--- config.mk ---
export PLATFORM = sky130hd
export DESIGN_NAME = pwm5_modulator
export DESIGN_NICKNAME = d
export VERILOG_FILES = /design/src/rtl/pwm5_pkg.sv /design/src/rtl/pwm5_ramp.sv /design/src/rtl/pwm5_leg.sv /design/src/rtl/pwm5_modulator.sv
export SDC_FILE = /design/constraint.sdc
export NUM_CORES = 1
export LEC_CHECK = 0
export BUFFER_PORTS_ARGS = -buffer_cell sky130_fd_sc_hd__buf_2
export CAP_MARGIN = 20
export CORE_MARGIN = 4
export CORE_UTILIZATION = 40
export DETAILED_ROUTE_END_ITERATION = 8
export HOLD_SLACK_MARGIN = 0.08
export PLACE_DENSITY = 0.69
export SLEW_MARGIN = 30
export SYNTH_ARGS = -nofsm -noshare
export SYNTH_HDL_FRONTEND = slang
export SYNTH_HIERARCHICAL = 1
export SYNTH_SLANG_ARGS = --single-unit
--- constraint.sdc ---
create_clock -name clk -period 4.13 [get_ports clk]
set_input_delay 0 -clock clk [delete_from_list [all_inputs] [get_ports clk]]
set_output_delay 0 -clock clk [all_outputs]
set_load 0.005 [all_outputs]
--- src/rtl/pwm5_pkg.sv ---
package pwm5_pkg;

    localparam int LEG_SW  = 8;
    localparam int CARRIERS = 4;

    typedef logic [LEG_SW-1:0] leg_pat_t;

    localparam leg_pat_t PAT_LOWEST = 8'h0F;
    localparam leg_pat_t PAT_ZERO   = 8'h3C;

    // Level count 0..4 maps to four adjacent conducting switches.
    function automatic leg_pat_t level_to_pattern(input logic [2:0] cnt);
        return PAT_LOWEST << cnt;
    endfunction

endpackage

--- src/rtl/pwm5_ramp.sv ---
module pwm5_ramp #(
    parameter int BAND_W = 10
) (
    input  logic              clk,
    input  logic              rst,
    input  logic [BAND_W-1:0] step_i,
    output logic [BAND_W-1:0] ramp_o
);
    localparam logic [BAND_W:0] RAMP_TOP = {1'b0, {BAND_W{1'b1}}};

    typedef struct packed {
        logic [BAND_W-1:0] ramp;
        logic              rising;
    } ramp_st_t;

    ramp_st_t st_d, st_q;

    always_comb begin
        st_d = st_q;
        if (rst) begin
            st_d.ramp   = '0;
            st_d.rising = 1'b1;
        end else if (st_q.rising) begin
            if (({1'b0, st_q.ramp} + {1'b0, step_i}) >= RAMP_TOP) begin
                st_d.ramp   = RAMP_TOP[BAND_W-1:0];
                st_d.rising = 1'b0;
            end else begin
                st_d.ramp = st_q.ramp + step_i;
            end
        end else begin
            if (st_q.ramp <= step_i) begin
                st_d.ramp   = '0;
                st_d.rising = 1'b1;
            end else begin
                st_d.ramp = st_q.ramp - step_i;
            end
        end
    end

    always_ff @(posedge clk) begin
        st_q <= st_d;
    end

    assign ramp_o = st_q.ramp;

endmodule

--- src/rtl/pwm5_leg.sv ---
module pwm5_leg
    import pwm5_pkg::*;
#(
    parameter int REF_W = 12
) (
    input  logic                    clk,
    input  logic                    rst,
    input  logic signed [REF_W-1:0] ref_i,
    input  logic [REF_W-3:0]        ramp_i,
    output leg_pat_t                gate_o
);
    localparam int BAND_W = REF_W - 2;

    typedef struct packed {
        leg_pat_t gate;
    } leg_st_t;

    leg_st_t st_d, st_q;

    // Offset-binary view of the reference: 0 is the most negative code.
    logic [REF_W-1:0]    ref_ob;
    logic [CARRIERS-1:0] above;
    logic [2:0]          level_cnt;

    assign ref_ob = {~ref_i[REF_W-1], ref_i[REF_W-2:0]};

    for (genvar k = 0; k < CARRIERS; k++) begin : g_cmp
        localparam logic [1:0] BAND_IDX = 2'(k);
        logic [REF_W-1:0] carrier_ob;
        assign carrier_ob = {BAND_IDX, ramp_i[BAND_W-1:0]};
        assign above[k]   = ref_ob > carrier_ob;
    end

    always_comb begin
        level_cnt = '0;
        for (int k = 0; k < CARRIERS; k++) begin
            level_cnt = level_cnt + 3'(above[k]);
        end
    end

    always_comb begin
        st_d = st_q;
        if (rst) begin
            st_d.gate = PAT_ZERO;
        end else begin
            st_d.gate = level_to_pattern(level_cnt);
        end
    end

    always_ff @(posedge clk) begin
        st_q <= st_d;
    end

    assign gate_o = st_q.gate;

endmodule

--- src/rtl/pwm5_modulator.sv ---
module pwm5_modulator
    import pwm5_pkg::*;
#(
    parameter int REF_W = 12
) (
    input  logic                    clk,
    input  logic                    rst,
    input  logic [REF_W-3:0]        car_step,
    input  logic signed [REF_W-1:0] ref_a,
    input  logic signed [REF_W-1:0] ref_b,
    input  logic signed [REF_W-1:0] ref_c,
    output logic [LEG_SW-1:0]       gate_a,
    output logic [LEG_SW-1:0]       gate_b,
    output logic [LEG_SW-1:0]       gate_c
);
    localparam int BAND_W = REF_W - 2;
    localparam int PHASES = 3;

    logic [BAND_W-1:0]       car_ramp;
    logic signed [REF_W-1:0] ref_arr  [PHASES];
    leg_pat_t                gate_arr [PHASES];

    assign ref_arr[0] = ref_a;
    assign ref_arr[1] = ref_b;
    assign ref_arr[2] = ref_c;

    pwm5_ramp #(.BAND_W(BAND_W)) u_ramp (
        .clk    (clk),
        .rst    (rst),
        .step_i (car_step),
        .ramp_o (car_ramp)
    );

    for (genvar p = 0; p < PHASES; p++) begin : g_phase
        pwm5_leg #(.REF_W(REF_W)) u_leg (
            .clk    (clk),
            .rst    (rst),
            .ref_i  (ref_arr[p]),
            .ramp_i (car_ramp),
            .gate_o (gate_arr[p])
        );
    end

    assign gate_a = gate_arr[0];
    assign gate_b = gate_arr[1];
    assign gate_c = gate_arr[2];

endmodule

; ---- Word level (Yosys, flattened, before mapping)
; Cells that the tools add are included.
[totals]
input_bits = 48
output_inout_bits = 24
regBits = 35
[op_classes]
shift = 3
n_addsub = 12
bitwise_logic = 3
mux = 5
n_lt_le_gt_ge = 14
[ops]
columns = op, count
row1 = 12-bit greater-than comparator, 6
row2 = 12-bit by 10-bit greater-than comparator with 1-bit output, 3
row3 = 12-bit by 11-bit greater-than comparator with 1-bit output, 3
row4 = 4-bit by 3-bit << shifter with 8-bit output (first input constant), 3
row5 = 10-bit two-way mux, 2
row6 = 3-bit by 1-bit adder with 3-bit output, 6
row7 = 10-bit by 10-bit adder with 11-bit output, 1
row8 = 11-bit by 10-bit greater-or-equal comparator with 1-bit output (second input constant), 1
row9 = 11-bit two-way mux, 1
row10 = 10-bit adder, 1
row11 = 10-bit less-or-equal comparator, 1
row12 = 10-bit subtractor, 1
row13 = 1-bit by 1-bit adder with 2-bit output, 3
row14 = 1-bit inverter, 3
row15 = 1-bit two-way mux, 2

; ---- Logic depth before layout (Yosys ltp)
[logic_depth]
word_depth = 6
depth_mapped = 16
mapped_depth_nobuf = 15

; ---- Cells and area by module
; Netlist, hierarchy kept.
[modules_own_cells]
columns = mod, cells_per_inst, n_inst, area_per_inst_um2
row1 = pwm5_leg, 69, 3, 591.8
row2 = pwm5_ramp, 202, 1, 1596.5

; ---- Worst setup path before layout
; No wires, ideal clock.
[synth_timing]
path_kind = flip-flop to flip-flop
start = reg u_ramp.st_q (netlist bit u_ramp/ramp_o[1])
end = reg g_phase[0].u_leg.st_q (netlist bit g_phase[0].u_leg/gate_o[4])
path_stages_with_launch = 16
n_path_buf = 1
period_less_slack_ns = 3.234
path_slack_ns = 0.896
setup_time_ns = 0.114
arrival_ns = 3.120
path_cell_list = dfxtp_1 buf_4 inv_1 ha_1 nor2b_1 o211ai_1 a21oi_1 o21ai_2 or3_1 fa_1 inv_1 ha_1 inv_1 ha_1 or3_1 a21o_1
[synth_via]
elab_chain_len = 5
[synth_rtl]
columns = element, line
row1 = from (decl), pwm5_ramp.sv:16  ; ramp_st_t st_d, st_q;
row2 = from (signal assigned), pwm5_ramp.sv:41  ; st_q <= st_d;
row3 = 12-bit by 10-bit greater-than comparator with 1-bit output or 12-bit by 11-bit greater-than comparator with 1-bit output (tied branches), pwm5_leg.sv:31  ; assign above[k] = ref_ob > carrier_ob;
row4 = 1-bit by 1-bit adder with 2-bit output, pwm5_leg.sv:37  ; level_cnt = level_cnt + 3'(above[k]);
row5 = 3-bit by 1-bit adder with 3-bit output, pwm5_leg.sv:37
row6 = 3-bit by 1-bit adder with 3-bit output (*), pwm5_leg.sv:37
row7 = 4-bit by 3-bit << shifter with 8-bit output (*), pwm5_pkg.sv:13  ; return PAT_LOWEST << cnt;
row8 = to (signal assigned), pwm5_leg.sv:51  ; st_q <= st_d;
row9 = to (decl), pwm5_leg.sv:18  ; leg_st_t st_d, st_q;
; Every way passes the cells marked *; elsewhere a longest branch is shown, timed or not.
; A chain may end at the register's enable or synchronous reset.

; ---- Worst setup path in the final report
[layout_timing]
start = reg u_ramp.st_q (netlist bit u_ramp/ramp_o[1])
end = reg g_phase[2].u_leg.st_q (netlist bit g_phase[2].u_leg/gate_o[4])
[layout_via]
elab_chain_len = 5
[layout_rtl]
columns = element, line
row1 = 12-bit by 10-bit greater-than comparator with 1-bit output or 12-bit by 11-bit greater-than comparator with 1-bit output (tied branches), pwm5_leg.sv:31
row2 = 1-bit by 1-bit adder with 2-bit output, pwm5_leg.sv:37
row3 = 3-bit by 1-bit adder with 3-bit output, pwm5_leg.sv:37
row4 = 3-bit by 1-bit adder with 3-bit output (*), pwm5_leg.sv:37
row5 = 4-bit by 3-bit << shifter with 8-bit output (*), pwm5_pkg.sv:13
row6 = to (signal assigned), pwm5_leg.sv:51
row7 = to (decl), pwm5_leg.sv:18
; Marks and branches as above.

==> run_results.csv <==
group,metric,value,unit
placement,gp_congestion,0.970,
cts,cts_made_buffers,5,
worst_setup_path,arrival,3720,ps
final_layout,num_antenna_cells,0,
drt,postRouteAntennaNets,0,
floorplan,die_h,99.8,um
sta,rsz0062_at_grt,"no",
drt,via_per_inst,5.37,
final_layout,final_common_cell,"buf_2",
outcome,outcome,"complete, no violations",
final_layout,final_cell_area,3800,um2
sta,hold_violations,0,
cts,clkLatencyLatePin,280,ps
drt,drtIter0Drc,125,
final_layout,nFillCells,837,
cts,cts-resized-gates,0,
worst_setup_path,critPathKind,"reg2reg",
worst_setup_path,max_stage_delay,490,ps
hold_path,hold_class,"in2reg",
sta,tightest_slew,621,ps
drt,drc,0,
worst_setup_path,cp-start-kind,"register",
cts,cts_tree,"built",
floorplan,num_rows,33,
grt,grt_usage,16.4,%
final_layout,final_cell_mix,"71 x buf_2, 63 x inv_1, 59 x ha_1, 35 x a21oi_1, 35 x dfxtp_1",
sta,relSlewSlack,58.0,%
final_layout,instances_no_fill,573,
placement,placed_cells,565,
yosys,synthDistinctLibCells,61,
yosys,synth-seq-cells,35,
yosys,synth_edf_count,0,
sta,setup_tns,0,ps
cts,cts_hold_buf,0,
grt,grt_pass1_wl,13.5,mm
floorplan,core_area,8220,um2
worst_setup_path,crit_fanout,7,
yosys,synth_nets,521,
worst_setup_path,critical-path-top-delay-family,"adder cells",
worst_setup_path,r2r_slack,590,ps
grt,grt_max_degree,35,
sta,drv_slew,0,
cts,cts_max_level,2,
cts,clk_pin_slew_worst_paths,70,ps
worst_setup_path,required,4310,ps
yosys,avgSynthCellArea,8.24,um2
flow_run,drv_cap,0,
power_and_ir_drop,peakVddDrop,0.224,mV
cts,cts_setup_buffers,0,
placement,port-buffer-count,71,
placement,dpl.hpwl,6.70,mm
final_layout,fin_nets,579,
grt,overflow,0,
floorplan,start_util,41.0,%
sta,skew,6.98,ps
grt,grt_antenna_before_repair,0,
sta,setup_viol,0,
floorplan,io_pins,72,
placement,place_area,3720,um2
yosys,async_flop_share,0,%
final_layout,utilization,46.3,%
cts,cts_root_buffer,"clkbuf_8",
floorplan,chipWidth,99.8,um
worst_setup_path,cp_cell_sequence,"inv_1 > ha_1 > nor2b_1 > o211ai_1 > a21oi_1 > o21ai_2 > or3_1 > fa_1 > inv_1 > ha_1 > inv_1 > ha_1 > or3_1 > a21o_1",
yosys,ys_seq_area_share,20.8,%
grt,grt_pass1_vias,3005,
final_layout,area_growth,12.8,%
drt,drt_wl_total,8.06,mm
sta,min_period_over_period,85.8,%
sta,fmax,0.282,GHz
yosys,ys.flop_type,"dfxtp_1",
final_layout,layout-drive-gt1-share,21.6,%
yosys,synthCells,409,
yosys,syn-cell-area,3370,um2
drt,via_count,3076,
cts,cts_num_sinks,35,
cts,clockBufferDepth,2,
drt,drt_first_pass_iters,4,
floorplan,die_area,9960,um2
sta,period_minus_slack,3540,ps
power_and_ir_drop,power.leakage,1.82,nW
power_and_ir_drop,p_per_area,636,nW/um2
worst_setup_path,cp-end-kind,"register",
worst_setup_path,cpMaxStageDelayCell,"dfxtp_1",
yosys,ys.warnings.count,6,
drt,wire_per_inst,14.1,um
worst_setup_path,cp_num_buf_inv,3,
==> through the flow <==
stage	total power, mW	worst slack, ps	hold WS, ps
3_3_place_gp	2.12	731	378
4_1_cts	2.41	577	136
2_1_floorplan	1.86	896	71.1
3_5_place_dp	2.17	585	378
6_report	2.42	588	144
5_1_grt	2.67	313	157
==> kinds of logic (layout without fill, tap and decap cells) <==
| family | count (synthesis) | after routing | synth area share (%) |
|---|---|---|---|
| buffers and inverters | 84 | 143 | 11.3 |
| xor gates and xnor gates | 11 | 11 | 2.86 |
| muxes | 1 | 1 | 0.334 |
| AOI/OAI and AO/OA | 107 | 107 | 21.8 |
| adders and majority gates | 64 | 64 | 24.9 |
| DFF | 35 | 35 | 20.8 |
| and+or+nand+nor | 107 | 107 | 18.1 |
==> worst min-delay path, delay by kind of cell <==
| family | cells | cell delay, ps |
|---|---|---|
| AOI/OAI and AO/OA | 1 | 90 |
| adders and majority gates | 1 | 190 |
| buffers and inverters | 1 | 90 |
==> synth_stat cells (2+ instances only) <==
master | number | share of area [%]
a211o_1 | 4 | 1.0
a211oi_1 | 7 | 1.6
a21o_1 | 4 | 0.89
a21oi_1 | 35 | 5.2
a21oi_2 | 4 | 1.0
a221oi_1 | 3 | 0.78
a31oi_1 | 4 | 0.74
and2b_1 | 2 | 0.45
and3_1 | 5 | 0.93
buf_2 | 4 | 0.59
buf_4 | 10 | 2.2
buf_6 | 3 | 1.0
clkbuf_1 | 3 | 0.33
dfxtp_1 | 35 | 21
fa_1 | 5 | 3.0
ha_1 | 59 | 22
inv_1 | 63 | 7.0
nand2_1 | 13 | 1.4
nand2b_1 | 5 | 0.93
nand3_1 | 4 | 0.59
nand3b_1 | 2 | 0.45
nand4_1 | 8 | 1.5
nor2_1 | 22 | 2.4
nor2b_1 | 9 | 1.7
nor3_1 | 8 | 1.2
nor4_1 | 6 | 1.1
o211ai_1 | 3 | 0.67
o21a_1 | 11 | 2.4
o21ai_0 | 10 | 1.5
o21ai_1 | 3 | 0.45
o21ai_2 | 3 | 0.78
o311ai_0 | 2 | 0.52
o31a_1 | 2 | 0.52
o31ai_1 | 2 | 0.45
or2_2 | 4 | 0.74
or3_1 | 8 | 1.5
xnor2_1 | 5 | 1.3
xor2_1 | 6 | 1.6
==> final timing paths <==
check / startpoint / cells past startpoint / end
worst min register to register: u_ramp/st_q[0] / 2 / u_ramp/ramp_o[0]
worst min-delay path: car_step[0] / 3 / u_ramp/ramp_o[0]
worst max-delay path: u_ramp/ramp_o[1] / 14 / g_phase[2].u_leg/gate_o[4]
worst max register to register: u_ramp/ramp_o[1] / 14 / g_phase[2].u_leg/gate_o[4]
==> final cells by class <==
cell class	count	area, um2	share of cell area [%]
flip-flops and latches	35	701	18.4
clock inverters	2	12.5	0.329
inverters	64	240	6.32
multi-input cells	290	2290	60.2
well taps	105	131	3.45
repair buffers	71	355	9.34
clock buffers	6	72.6	1.91
==> power breakdown <==
group	switching (mW)	total, mW	internal (mW)
clock	0.120	0.238	0.118
sequential	0.108	0.570	0.462
combinational	0.904	1.61	0.705
==> routing by layer <==
layer,track usage [%],wire (um)
met1,21.4,3650
met2,27.9,3740
met3,2.50,534
met4,4.73,128
met5,0,0
==> state kept, by name, indices dropped and copies added, names as in the netlist <==
signal and count:
g_phase.u_leg/gate_o 24, u_ramp/st_q 1, u_ramp/ramp_o 10
Note: power is estimated with default switching activity, not from simulation.
